===== src/rtl/mss_pkg.sv =====
package mss_pkg;
  typedef enum logic [1:0] {SP_IO = 2'd0, SP_ID = 2'd1, SP_INT = 2'd2, SP_MEM = 2'd3} space_e;
  typedef enum logic [1:0] {K_NONE = 2'd0, K_SLOT = 2'd1, K_CTRL = 2'd2} kind_e;
  typedef enum logic [1:0] {ST_IDLE = 2'd0, ST_WAIT = 2'd1, ST_CTRL = 2'd2} st_e;
endpackage


===== src/rtl/mss_decode.sv =====
module mss_decode
  import mss_pkg::*;
#(
  parameter int          ADDR_W    = 26,
  parameter int          NSLOT     = 4,
  parameter int          OFF_W     = 23,
  parameter int          NCTRL     = 3,
  parameter int          SLOT_W    = $clog2(NSLOT),
  parameter int          CIDX_W    = $clog2(NCTRL),
  parameter logic [31:0] CTRL_BASE = 32'h0000_0500,
  parameter int          CTRL_LOG  = 8,
  parameter logic [31:0] REG_BASE  = 32'h0000_1000,
  parameter int          REG_LOG   = 12,
  parameter int          SPC_LOG   = 8,
  parameter logic [31:0] MEMF_BASE = 32'h0100_0000,
  parameter int          MEMF_LOG  = 23,
  parameter logic [31:0] MEMR_BASE = 32'h0000_5000,
  parameter int          MEMR_LOG  = 11
) (
  input  logic [ADDR_W-1:0] addr,
  input  logic              map_small,
  output kind_e             kind,
  output logic [SLOT_W-1:0] slot,
  output space_e            space,
  output logic [OFF_W-1:0]  off,
  output logic [CIDX_W-1:0] cidx
);
  localparam int SUB_W = REG_LOG - SPC_LOG;
  localparam logic [ADDR_W-1:0] CB = CTRL_BASE[ADDR_W-1:0];
  localparam logic [ADDR_W-1:0] RB = REG_BASE[ADDR_W-1:0];
  localparam logic [ADDR_W-1:0] FB = MEMF_BASE[ADDR_W-1:0];
  localparam logic [ADDR_W-1:0] QB = MEMR_BASE[ADDR_W-1:0];
  localparam logic [ADDR_W:0] CSPAN = (ADDR_W+1)'(NCTRL) << CTRL_LOG;
  localparam logic [ADDR_W:0] RSPAN = (ADDR_W+1)'(NSLOT) << REG_LOG;
  localparam logic [ADDR_W:0] FSPAN = (ADDR_W+1)'(NSLOT) << MEMF_LOG;
  localparam logic [ADDR_W:0] QSPAN = (ADDR_W+1)'(NSLOT) << MEMR_LOG;
  localparam logic [ADDR_W-1:0] SPC_MASK = (ADDR_W'(1) << SPC_LOG) - ADDR_W'(1);
  localparam logic [ADDR_W-1:0] F_MASK   = (ADDR_W'(1) << MEMF_LOG) - ADDR_W'(1);
  localparam logic [ADDR_W-1:0] Q_MASK   = (ADDR_W'(1) << MEMR_LOG) - ADDR_W'(1);

  logic [ADDR_W-1:0] c_rel, r_rel, f_rel, q_rel;
  logic [SUB_W-1:0]  r_sub;
  logic              c_hit, r_hit, f_hit, q_hit;

  always_comb begin
    c_rel = addr - CB;
    r_rel = addr - RB;
    f_rel = addr - FB;
    q_rel = addr - QB;
    r_sub = r_rel[REG_LOG-1:SPC_LOG];
    c_hit = (addr >= CB) && ({1'b0, c_rel} < CSPAN);
    r_hit = (addr >= RB) && ({1'b0, r_rel} < RSPAN) && (r_sub < SUB_W'(3));
    f_hit = !map_small && (addr >= FB) && ({1'b0, f_rel} < FSPAN);
    q_hit =  map_small && (addr >= QB) && ({1'b0, q_rel} < QSPAN);

    kind  = K_NONE;
    slot  = '0;
    space = SP_IO;
    off   = '0;
    cidx  = '0;
    if (c_hit) begin
      kind = K_CTRL;
      cidx = CIDX_W'(c_rel >> CTRL_LOG);
    end else if (r_hit) begin
      kind  = K_SLOT;
      slot  = SLOT_W'(r_rel >> REG_LOG);
      space = space_e'(r_sub[1:0]);
      off   = OFF_W'(r_rel & SPC_MASK);
    end else if (f_hit) begin
      kind  = K_SLOT;
      slot  = SLOT_W'(f_rel >> MEMF_LOG);
      space = SP_MEM;
      off   = OFF_W'(f_rel & F_MASK);
    end else if (q_hit) begin
      kind  = K_SLOT;
      slot  = SLOT_W'(q_rel >> MEMR_LOG);
      space = SP_MEM;
      off   = OFF_W'(q_rel & Q_MASK);
    end
  end
endmodule


===== src/rtl/mss_ack_timer.sv =====
module mss_ack_timer #(
  parameter int TMO_CYC = 103
) (
  input  logic clk,
  input  logic rst,
  input  logic run,
  input  logic clear,
  output logic expire
);
  localparam int CW = $clog2(TMO_CYC + 1);
  logic [CW-1:0] cnt;

  assign expire = run && (cnt == CW'(TMO_CYC - 1));

  always_ff @(posedge clk) begin
    if (rst || clear)        cnt <= '0;
    else if (run && !expire) cnt <= cnt + 1'b1;
  end

  // the count never passes the expiry point
  p_cnt_bound_r9: assert property (@(posedge clk) disable iff (rst)
    cnt < CW'(TMO_CYC));
endmodule


===== src/rtl/mss_rdata_mux.sv =====
module mss_rdata_mux #(
  parameter int NSLOT  = 4,
  parameter int DATA_W = 16,
  parameter int SLOT_W = $clog2(NSLOT)
) (
  input  logic [NSLOT*DATA_W-1:0] bus,
  input  logic [SLOT_W-1:0]       sel,
  output logic [DATA_W-1:0]       q
);
  logic [DATA_W-1:0] lane [NSLOT];
  for (genvar g = 0; g < NSLOT; g++) begin : g_lane
    assign lane[g] = bus[g*DATA_W +: DATA_W];
  end
  assign q = lane[sel];
endmodule


===== src/rtl/mezz_slot_seq.sv =====
module mezz_slot_seq
  import mss_pkg::*;
#(
  parameter int ADDR_W  = 26,
  parameter int DATA_W  = 16,
  parameter int NSLOT   = 4,
  parameter int OFF_W   = 23,
  parameter int NCTRL   = 3,
  parameter int CLK_KHZ = 32000,
  parameter int TMO_NS  = 3200
) (
  input  logic                      clk,
  input  logic                      rst,
  input  logic                      map_small,
  input  logic                      auto_ack_en,
  input  logic                      req_valid,
  output logic                      req_ready,
  input  logic [ADDR_W-1:0]         req_addr,
  input  logic                      req_we,
  input  logic [DATA_W-1:0]         req_wdata,
  input  logic [DATA_W/8-1:0]       req_be,
  output logic                      rsp_valid,
  output logic [DATA_W-1:0]         rsp_rdata,
  output logic                      rsp_err,
  output logic                      rsp_timeout,
  output logic                      ctrl_stb,
  output logic [$clog2(NCTRL)-1:0]  ctrl_idx,
  input  logic [DATA_W-1:0]         ctrl_rdata,
  output logic [NSLOT*4-1:0]        slot_sel,
  output logic [OFF_W-1:0]          slot_addr,
  output logic                      slot_irq_line,
  output logic                      bus_we,
  output logic [DATA_W-1:0]         bus_wdata,
  output logic [DATA_W/8-1:0]       bus_be,
  input  logic [NSLOT-1:0]          slot_ack,
  input  logic [NSLOT*DATA_W-1:0]   slot_rdata,
  output logic [NSLOT-1:0]          slot_ackd,
  output logic                      timeout_evt
);
  localparam int NSPACE  = 4;
  localparam int SEL_W   = NSLOT * NSPACE;
  localparam int SLOT_W  = $clog2(NSLOT);
  localparam int CIDX_W  = $clog2(NCTRL);
  localparam int TMO_RAW = (CLK_KHZ * TMO_NS + 999_999) / 1_000_000;
  localparam int TMO_CYC = (TMO_RAW < 1) ? 1 : TMO_RAW;

  st_e               state;
  kind_e             d_kind;
  logic [SLOT_W-1:0] d_slot;
  space_e            d_space;
  logic [OFF_W-1:0]  d_off;
  logic [CIDX_W-1:0] d_cidx;
  logic [SLOT_W-1:0] cur_slot;
  logic [DATA_W-1:0] mux_q;
  logic              cur_ack, expire;

  mss_decode #(
    .ADDR_W(ADDR_W), .NSLOT(NSLOT), .OFF_W(OFF_W), .NCTRL(NCTRL),
    .SLOT_W(SLOT_W), .CIDX_W(CIDX_W)
  ) u_dec (
    .addr(req_addr), .map_small(map_small), .kind(d_kind), .slot(d_slot),
    .space(d_space), .off(d_off), .cidx(d_cidx)
  );

  mss_ack_timer #(.TMO_CYC(TMO_CYC)) u_tmr (
    .clk(clk), .rst(rst),
    .run(state == ST_WAIT && auto_ack_en),
    .clear(state != ST_WAIT),
    .expire(expire)
  );

  mss_rdata_mux #(.NSLOT(NSLOT), .DATA_W(DATA_W), .SLOT_W(SLOT_W)) u_mux (
    .bus(slot_rdata), .sel(cur_slot), .q(mux_q)
  );

  assign cur_ack   = slot_ack[cur_slot];
  assign req_ready = (state == ST_IDLE);

  always_ff @(posedge clk) begin
    if (rst) begin
      state         <= ST_IDLE;
      rsp_valid     <= 1'b0;
      rsp_rdata     <= '0;
      rsp_err       <= 1'b0;
      rsp_timeout   <= 1'b0;
      ctrl_stb      <= 1'b0;
      ctrl_idx      <= '0;
      slot_sel      <= '0;
      slot_addr     <= '0;
      slot_irq_line <= 1'b0;
      bus_we        <= 1'b0;
      bus_wdata     <= '0;
      bus_be        <= '0;
      slot_ackd     <= '0;
      timeout_evt   <= 1'b0;
      cur_slot      <= '0;
    end else begin
      rsp_valid   <= 1'b0;
      ctrl_stb    <= 1'b0;
      slot_ackd   <= '0;
      timeout_evt <= 1'b0;
      case (state)
        ST_IDLE: if (req_valid) begin
          bus_we    <= req_we;
          bus_wdata <= req_wdata;
          bus_be    <= req_be;
          case (d_kind)
            K_SLOT: begin
              slot_sel      <= SEL_W'(1) << (int'(d_slot) * NSPACE + int'(d_space));
              cur_slot      <= d_slot;
              slot_addr     <= d_off;
              slot_irq_line <= (d_space == SP_INT) && req_addr[1];
              state         <= ST_WAIT;
            end
            K_CTRL: begin
              ctrl_stb <= 1'b1;
              ctrl_idx <= d_cidx;
              state    <= ST_CTRL;
            end
            default: begin
              rsp_valid   <= 1'b1;
              rsp_err     <= 1'b1;
              rsp_timeout <= 1'b0;
              rsp_rdata   <= '1;
            end
          endcase
        end
        ST_WAIT: begin
          if (cur_ack) begin
            rsp_valid   <= 1'b1;
            rsp_rdata   <= mux_q;
            rsp_err     <= 1'b0;
            rsp_timeout <= 1'b0;
            slot_ackd   <= NSLOT'(1) << cur_slot;
            slot_sel    <= '0;
            state       <= ST_IDLE;
          end else if (expire) begin
            rsp_valid   <= 1'b1;
            rsp_rdata   <= '1;
            rsp_err     <= 1'b0;
            rsp_timeout <= 1'b1;
            timeout_evt <= 1'b1;
            slot_sel    <= '0;
            state       <= ST_IDLE;
          end
        end
        ST_CTRL: begin
          rsp_valid   <= 1'b1;
          rsp_rdata   <= ctrl_rdata;
          rsp_err     <= 1'b0;
          rsp_timeout <= 1'b0;
          state       <= ST_IDLE;
        end
        default: state <= ST_IDLE;
      endcase
    end
  end

  // at most one site space is selected at any time
  p_sel_onehot_r2: assert property (@(posedge clk) disable iff (rst)
    $onehot0(slot_sel));
  // an accepted site or control access makes the block busy
  p_busy_after_accept_r11: assert property (@(posedge clk) disable iff (rst)
    (req_valid && req_ready && d_kind != K_NONE) |=> !req_ready);
  // a timeout event needs the timer enabled in the cycle before
  p_tmo_needs_auto_r9: assert property (@(posedge clk) disable iff (rst)
    timeout_evt |-> $past(auto_ack_en));
  // timer completion and module acknowledge never coincide
  p_ackd_excl_r12: assert property (@(posedge clk) disable iff (rst)
    timeout_evt |-> (slot_ackd == '0));
  // only a site access in progress can time out
  p_tmo_from_wait_r7: assert property (@(posedge clk) disable iff (rst)
    timeout_evt |-> $past(|slot_sel));
  // no site remains selected once a response is given
  p_sel_clear_on_rsp_r8: assert property (@(posedge clk) disable iff (rst)
    rsp_valid |-> (slot_sel == '0));
endmodule


===== config.mk =====
export PLATFORM = sky130hd
export DESIGN_NAME = mezz_slot_seq
export DESIGN_NICKNAME = d
export VERILOG_FILES = /design/src/rtl/mss_pkg.sv /design/src/rtl/mss_decode.sv /design/src/rtl/mss_ack_timer.sv /design/src/rtl/mss_rdata_mux.sv /design/src/rtl/mezz_slot_seq.sv
export SDC_FILE = /design/constraint.sdc
export NUM_CORES = 1
export LEC_CHECK = 0
export BUFFER_PORTS_ARGS = -buffer_cell sky130_fd_sc_hd__buf_4
export CAP_MARGIN = 10
export CORE_UTILIZATION = 44
export DETAILED_ROUTE_END_ITERATION = 8
export PLACE_DENSITY = 0.89
export SLEW_MARGIN = 20
export SYNTH_ARGS = -nofsm -noshare
export SYNTH_HDL_FRONTEND = slang
export SYNTH_SLANG_ARGS = --single-unit

===== constraint.sdc =====
create_clock -name clk -period 4.3 [get_ports clk]
set_clock_uncertainty 0.1 [all_clocks]
set_input_delay 1.29 -clock clk [delete_from_list [all_inputs] [get_ports clk]]
set_output_delay 1.29 -clock clk [all_outputs]
set_load 0.1 [all_outputs]

==> results of run 1 <==
## layout make-up
cell class              instances  share of cell area (%)
diodes                          2                  0.0681
inverters                      26                    1.33
flip-flops and latches         97                    26.4
multi-input cells             419                    41.2
clock inverters                 6                   0.596
well taps                     143                    2.43
clock buffers                  10                    3.25
repair buffers                237                    24.7
## kinds of logic after synthesis
kind of cell | count (synthesis) | synth area share, %
simple gates | 217 | 21.3
fa+ha+maj | 13 | 3.05
buf+inv | 76 | 6.80
xor+xnor | 10 | 1.64
flops | 97 | 36.4
compound gates | 147 | 20.7
mux | 32 | 10.1
## worst max path at each step
stage / from / end / cells after the start
finish: req_addr[13] / slot_sel[7] / 12
global route: req_addr[13] / slot_sel[7] / 12
CTS: req_addr[12] / slot_sel[7] / 12
detailed placement: req_addr[12] / slot_sel[7] / 12
global placement: req_addr[12] / slot_sel[0] / 12
floorplan: req_addr[12] / slot_addr[1] / 15
## sequential cells by signal (all words and copies together), names as in the netlist
signal         cells
bus_wdata         16
slot_ackd          4
bus_be             2
timeout_evt        1
cur_slot           2
slot_irq_line      1
rsp_rdata         16
rsp_err            1
ctrl_stb           1
slot_sel          16
slot_addr         23
rsp_valid          1
state              2
rsp_timeout        1
bus_we             1
u_tmr.cnt          7
ctrl_idx           2
## cells in the final DEF (no fill, tap or decap), types with 4 or more instances in the layout
master,n
nor2_1,50
a31oi_1,5
xor2_1,5
mux2i_1,14
clkbuf_16,9
buf_4,234
ha_1,13
a211oi_2,13
xnor2_1,5
o21ai_1,6
a32o_1,6
a21o_1,7
nand4_1,5
clkinvlp_4,4
nor4_1,9
a211oi_1,13
a21oi_1,45
dfxtp_1,97
mux4_2,17
nand2_1,59
and4_1,6
a211o_1,7
nand3_1,22
inv_1,25
o21ai_0,7
or3_1,4
nor2b_1,6
nor3_1,10
a221oi_1,18
or4_1,4
nand2b_1,20
## synth_stat cells (5+ instances only)
master / instances / area, µm²
buf_4: 6 / 45.0
nand3_1: 22 / 110
a31oi_1: 5 / 31.3
nor2_1: 50 / 188
clkbuf_1: 29 / 109
ha_1: 13 / 163
a21o_1: 7 / 52.6
nand2b_1: 20 / 125
mux2i_1: 14 / 140
buf_2: 5 / 25.0
a211oi_1: 13 / 97.6
o21ai_0: 7 / 35.0
xnor2_1: 5 / 43.8
o21ai_1: 6 / 30.0
mux4_2: 17 / 383
nor4_1: 9 / 56.3
nand2_1: 59 / 221
dfxtp_1: 97 / 1940
a211o_1: 7 / 61.3
nor2b_1: 6 / 37.5
and4_1: 6 / 52.6
a211oi_2: 13 / 163
a32o_1: 6 / 60.1
nand4_1: 5 / 31.3
a221oi_1: 18 / 158
buf_6: 5 / 56.3
nor3_1: 10 / 50.1
a21oi_1: 45 / 225
xor2_1: 5 / 43.8
inv_1: 25 / 93.8
## worst min-delay path, stage by stage, from the launching register on
cell and delay [ns]:
dfxtp_1 0.31, nand2_1 0.05, a21oi_1 0.05
## metal layers
metal,part of all wire [%],track usage [%]
met5,0,0
met4,3.7,14.4
met3,8.3,6.48
met2,49,46.9
met1,39,30.5
## metrics by stage
step / setup WS [ns] / hold slack (ns) / util [%]
floorplan: 0.103 / 0.367 / -
global placement: 0.172 / 0.343 / 60.8
detailed placement: 0.0879 / 0.347 / 60.8
CTS: 0.454 / 0.356 / 63.3
global route: 0.161 / 0.370 / 63.3
finish: 0.432 / 0.354 / 63.3
## power by group through the flow
stage / sequential [mW] / combinational (mW) / clock [mW]
6_report: 0.953 / 0.672 / 0.764
5_1_grt: 0.957 / 0.703 / 0.823
4_1_cts: 0.953 / 0.671 / 0.779
3_5_place_dp: 0.974 / 0.668 / 0
3_3_place_gp: 0.972 / 0.661 / 0
2_1_floorplan: 1.22 / 0.211 / 0
==> results_dict.tcl, run 1 <==
set metrics [dict create \
    seqPwrFrac_pct 39.9 \
    dpl.hpwl_um 12600 \
    yosys_warnings 0 \
    path_max_fanout 12 \
    power.switching_mw 0.828 \
    grt_pass1_vias 5266 \
    syn2layout_area_growth_pct 37.8 \
    initial_core_util_pct 45.9 \
    place.gp.congestion 0.968 \
    multi_input_area_mm2 0.00303 \
    wire_per_inst_um 17.8 \
    end_kind "register" \
    power_mw 2.39 \
    coreArea_mm2 0.0116 \
    worst-r2r-cell-count 9 \
    pin_count 221 \
    detail-route-antenna-nets 0 \
    crit_family "simple AND/OR/NAND/NOR gates" \
    final_cells 940 \
    cts_tree "built" \
    cts.sinks 97 \
    cts_buffers 9 \
    avgViaCountPerCell 5.72 \
    grt_pass1_wl_um 26600 \
    syn-cell-area_mm2 0.00534 \
    slowest_delay_ns 0.54 \
    syn_inst 592 \
    vias 5379 \
    status "finished, violations left" \
    regArea_mm2 0.00194 \
    clkTransAtPathRegs_ns 0.07 \
    place_area_mm2 0.00707 \
    path_common_cell "buf_4" \
    irDropWorstVdd_mv 0.281 \
    rsz0062_at_grt "false" \
    pwr-share-comb_pct 28.1 \
    clock_power_share_pct 32.0 \
    chipHeight_um 112 \
    clock_path_buffers 2 \
    switching_share_pct 34.7 \
    cap_violations 0 \
    path_cells "buf_4 -> inv_1 -> ha_1 -> nor4bb_1 -> nand3_1 -> a2111oi_0 -> buf_4 -> nor3_2 -> nor3_4 -> buf_12 -> and3b_1 -> a32o_1" \
    path_class "in2reg" \
    drt-total-wl_um 16800 \
    io_buffers 220 \
    nFillCells 1008 \
    hold_depth 2 \
    internal_power_mw 1.56 \
    nets 937 \
    die_area_mm2 0.0126 \
    antenna_found_initial 2 \
    synthFlopType "dfxtp_1" \
    hold_path_class "reg2reg" \
    gr-total-overflow 0 \
    fp.dieW_um 112 \
    period_needed_ns 3.87 \
    drive_gt1_share_pct 37.4 \
    slew_violations 0 \
    critPathRequiredTime_ns 4.50 \
    violations "design-rule violations" \
    track_usage_pct 26.9 \
    ys_ff_latch 97 \
    insertion_delay_ns 0.35 \
    post-cts-setup-buffers 0 \
    min_from "bus_wdata[13]" \
    placementRows 39 \
    leakagePower_nw 3.07 \
    r2r_setup_slack_ns 1.43 \
    path_buf_inv 4 \
    fmax_mhz 259 \
    grt_max_degree 47 \
    synth_edf_count 0 \
    startpoint_type "input port" \
    placed_cells 922 \
    max_slew_margin_pct 37.1 \
    powerDensity_mw_per_mm2 325 \
    syn_avg_cell_area_um2 9.01 \
    hold_end "bus_wdata[13]" \
    layout_worst_path_cycle_share_pct 90.0 \
    cp_slowest_cell "a2111oi_0" \
    cts_max_level 3 \
    async_flop_share_pct 0 \
    drcViolationCount 20 \
    rr_startpoint "state[1]" \
    cp.arrival_ns 4.06 \
    postCtsResizedCells 0 \
    fin_tns_setup_ns 0 \
    yosysSeqAreaShare_pct 36.4 \
    final_area_mm2 0.00735 \
    firstDrtPassIters 7 \
    yosysUniqueCellTypes 68 \
    r2r-end "rsp_rdata[9]" \
    tightest_slew_ns 0.944 \
    hold_viol 0 \
    holdBufCountCts 0 \
    first_iter_violations 427 \
    cts-root-buf "clkbuf_16" \
    setup-violations-final 0 \
    syn-num-nets 739 \
]
Note: power is estimated with default switching activity, not from simulation.
==> run 2: changes to the inputs <==
Settings changed: CORE_UTILIZATION 44 to 49, PLACE_DENSITY 0.89 to 0.93.
Clock period 4.3 ns to 3.8 ns, I/O delays scaled along.
==> results_dict.tcl, run 2 (synthesis results as in run 1) <==
set metrics [dict create \
    status "finished, final reports clean" \
    powerDensity_mw_per_mm2 336 \
    hold_viol 0 \
    gr-max-usage-layer "met2" \
    met1_usage_pct 34.5 \
    placementRows 37 \
    leakagePower_nw 3.20 \
    cap_violations 0 \
    first_iter_violations 373 \
    cts_max_level 3 \
    place.gp.congestion 0.968 \
    nets 970 \
    clkTransAtPathRegs_ns 0.09 \
    fmax_mhz 283 \
    seqPwrFrac_pct 42.8 \
    initial_core_util_pct 51.0 \
    antenna_cells 0 \
    cts-root-buf "clkbuf_8" \
    rsz0062_at_grt "false" \
    syn2layout_area_growth_pct 40.5 \
    cp.arrival_ns 3.65 \
    layout_worst_path_cycle_share_pct 92.8 \
    path_class "in2reg" \
    post-cts-setup-buffers 0 \
    internal_power_mw 1.64 \
    path_max_fanout 39 \
    tightest_slew_ns 0.793 \
    largest_register "slot_addr" \
    vias 5627 \
    hold_path_class "reg2reg" \
    die_area_mm2 0.0113 \
    chipHeight_um 106 \
    grt_use_met3_pct 5.27 \
    worst_slack_ns 0.272 \
    irDropWorstVdd_mv 0.236 \
    gr-total-overflow 0 \
    grt_max_degree 70 \
    startpoint_type "input port" \
    period_needed_ns 3.53 \
    track_usage_pct 30.8 \
    holdBufCountCts 0 \
    avgViaCountPerCell 5.86 \
    dpl.hpwl_um 13800 \
    critPathRequiredTime_ns 3.92 \
    postCtsResizedCells 0 \
    largest_register_ffs 23 \
    wire_per_inst_um 18.3 \
    switching_share_pct 35.1 \
    cts_tree "built" \
    grt_pass1_wl_um 27400 \
    firstDrtPassIters 5 \
    slew_violations 0 \
    layout_commonest_cell "buf_4" \
    coreArea_mm2 0.0105 \
    io_buffers 220 \
    antenna_found_initial 0 \
    power.switching_mw 0.885 \
    dp_slack_ns -0.112 \
    clock_power_share_pct 25.9 \
    drive_gt1_share_pct 40.0 \
    drcViolationCount 0 \
    fp.dieW_um 106 \
    setup-violations-final 0 \
    drt-total-wl_um 17600 \
    end_kind "register" \
    detail-route-antenna-nets 0 \
    grt_pass1_vias 5614 \
    insertion_delay_ns 0.37 \
    pin_count 221 \
    cts.sinks 97 \
    pwr-share-comb_pct 31.3 \
    holdWs_ns 0.363 \
    max_slew_margin_pct 47.1 \
    final_cell_mix "buf_4 (268), dfxtp_1 (97), nand2_1 (59)" \
    cts_buffers 9 \
    grt_util_met2_pct 57.1 \
    clock_path_buffers 2 \
]
## run 2: layout make-up
type                            instances  area, µm²
Tap cell                              136        170
Inverter                               26        105
Fill cell                             825       2970
Clock inverter                          3       43.8
Sequential cell                        97       1940
Clock buffer                           10        138
Timing Repair Buffer                  270       2050
Multi-Input combinational cell        419       3050
## run 2: final timing paths
kind / startpoint / endpoint / slack, ns / cells after the start
max: req_addr[13] / slot_addr[6] / 0.27 / 12
min: bus_wdata[1] / bus_wdata[1] / 0.36 / 2
max reg2reg: u_tmr.cnt[5] / rsp_rdata[10] / 1.15 / 8
min reg2reg: bus_wdata[1] / bus_wdata[1] / 0.36 / 2
## run 2: metal layers
| metal | wire length (µm) | vias up |
|---|---|---|
| met2 | 9070 | 281 |
| met1 | 6740 | 2681 |
| met3 | 1290 | 32 |
| met4 | 491 | 0 |
| li1 | - | 2633 |
| met5 | 0 | - |
## run 2: power by group through the flow
stage | Sequential [mW] | Clock (mW) | Combinational, mW
6_report | 1.08 | 0.653 | 0.789
2_1_floorplan | 1.38 | 0 | 0.246
4_1_cts | 1.08 | 0.662 | 0.786
5_1_grt | 1.08 | 0.700 | 0.824
3_5_place_dp | 1.10 | 0 | 0.784
3_3_place_gp | 1.10 | 0 | 0.770
## run 2: through the flow
step / total power, mW / setup TNS [ns] / cells / instance area, µm² / util (%)
after floorplan: 1.62 / -1.35 / 592 / 5400 / -
after global placement: 1.87 / -0.100 / 948 / 7320 / 69.9
after detailed placement: 1.89 / -2.26 / 948 / 7320 / 69.9
after CTS: 2.53 / 0 / 961 / 7500 / 71.7
after global routing: 2.61 / 0 / 961 / 7500 / 71.7
final: 2.52 / 0 / 961 / 7500 / 71.7
## run 2: worst max-delay path, cell delays in order
cell,delay [ns]
buf_4,0.12
inv_1,0.12
ha_4,0.14
or3b_4,0.36
or4_1,0.54
o21ai_2,0.14
and2_1,0.17
nor3_2,0.07
nor3_4,0.30
buf_12,0.26
mux2i_1,0.21
nor2_1,0.06
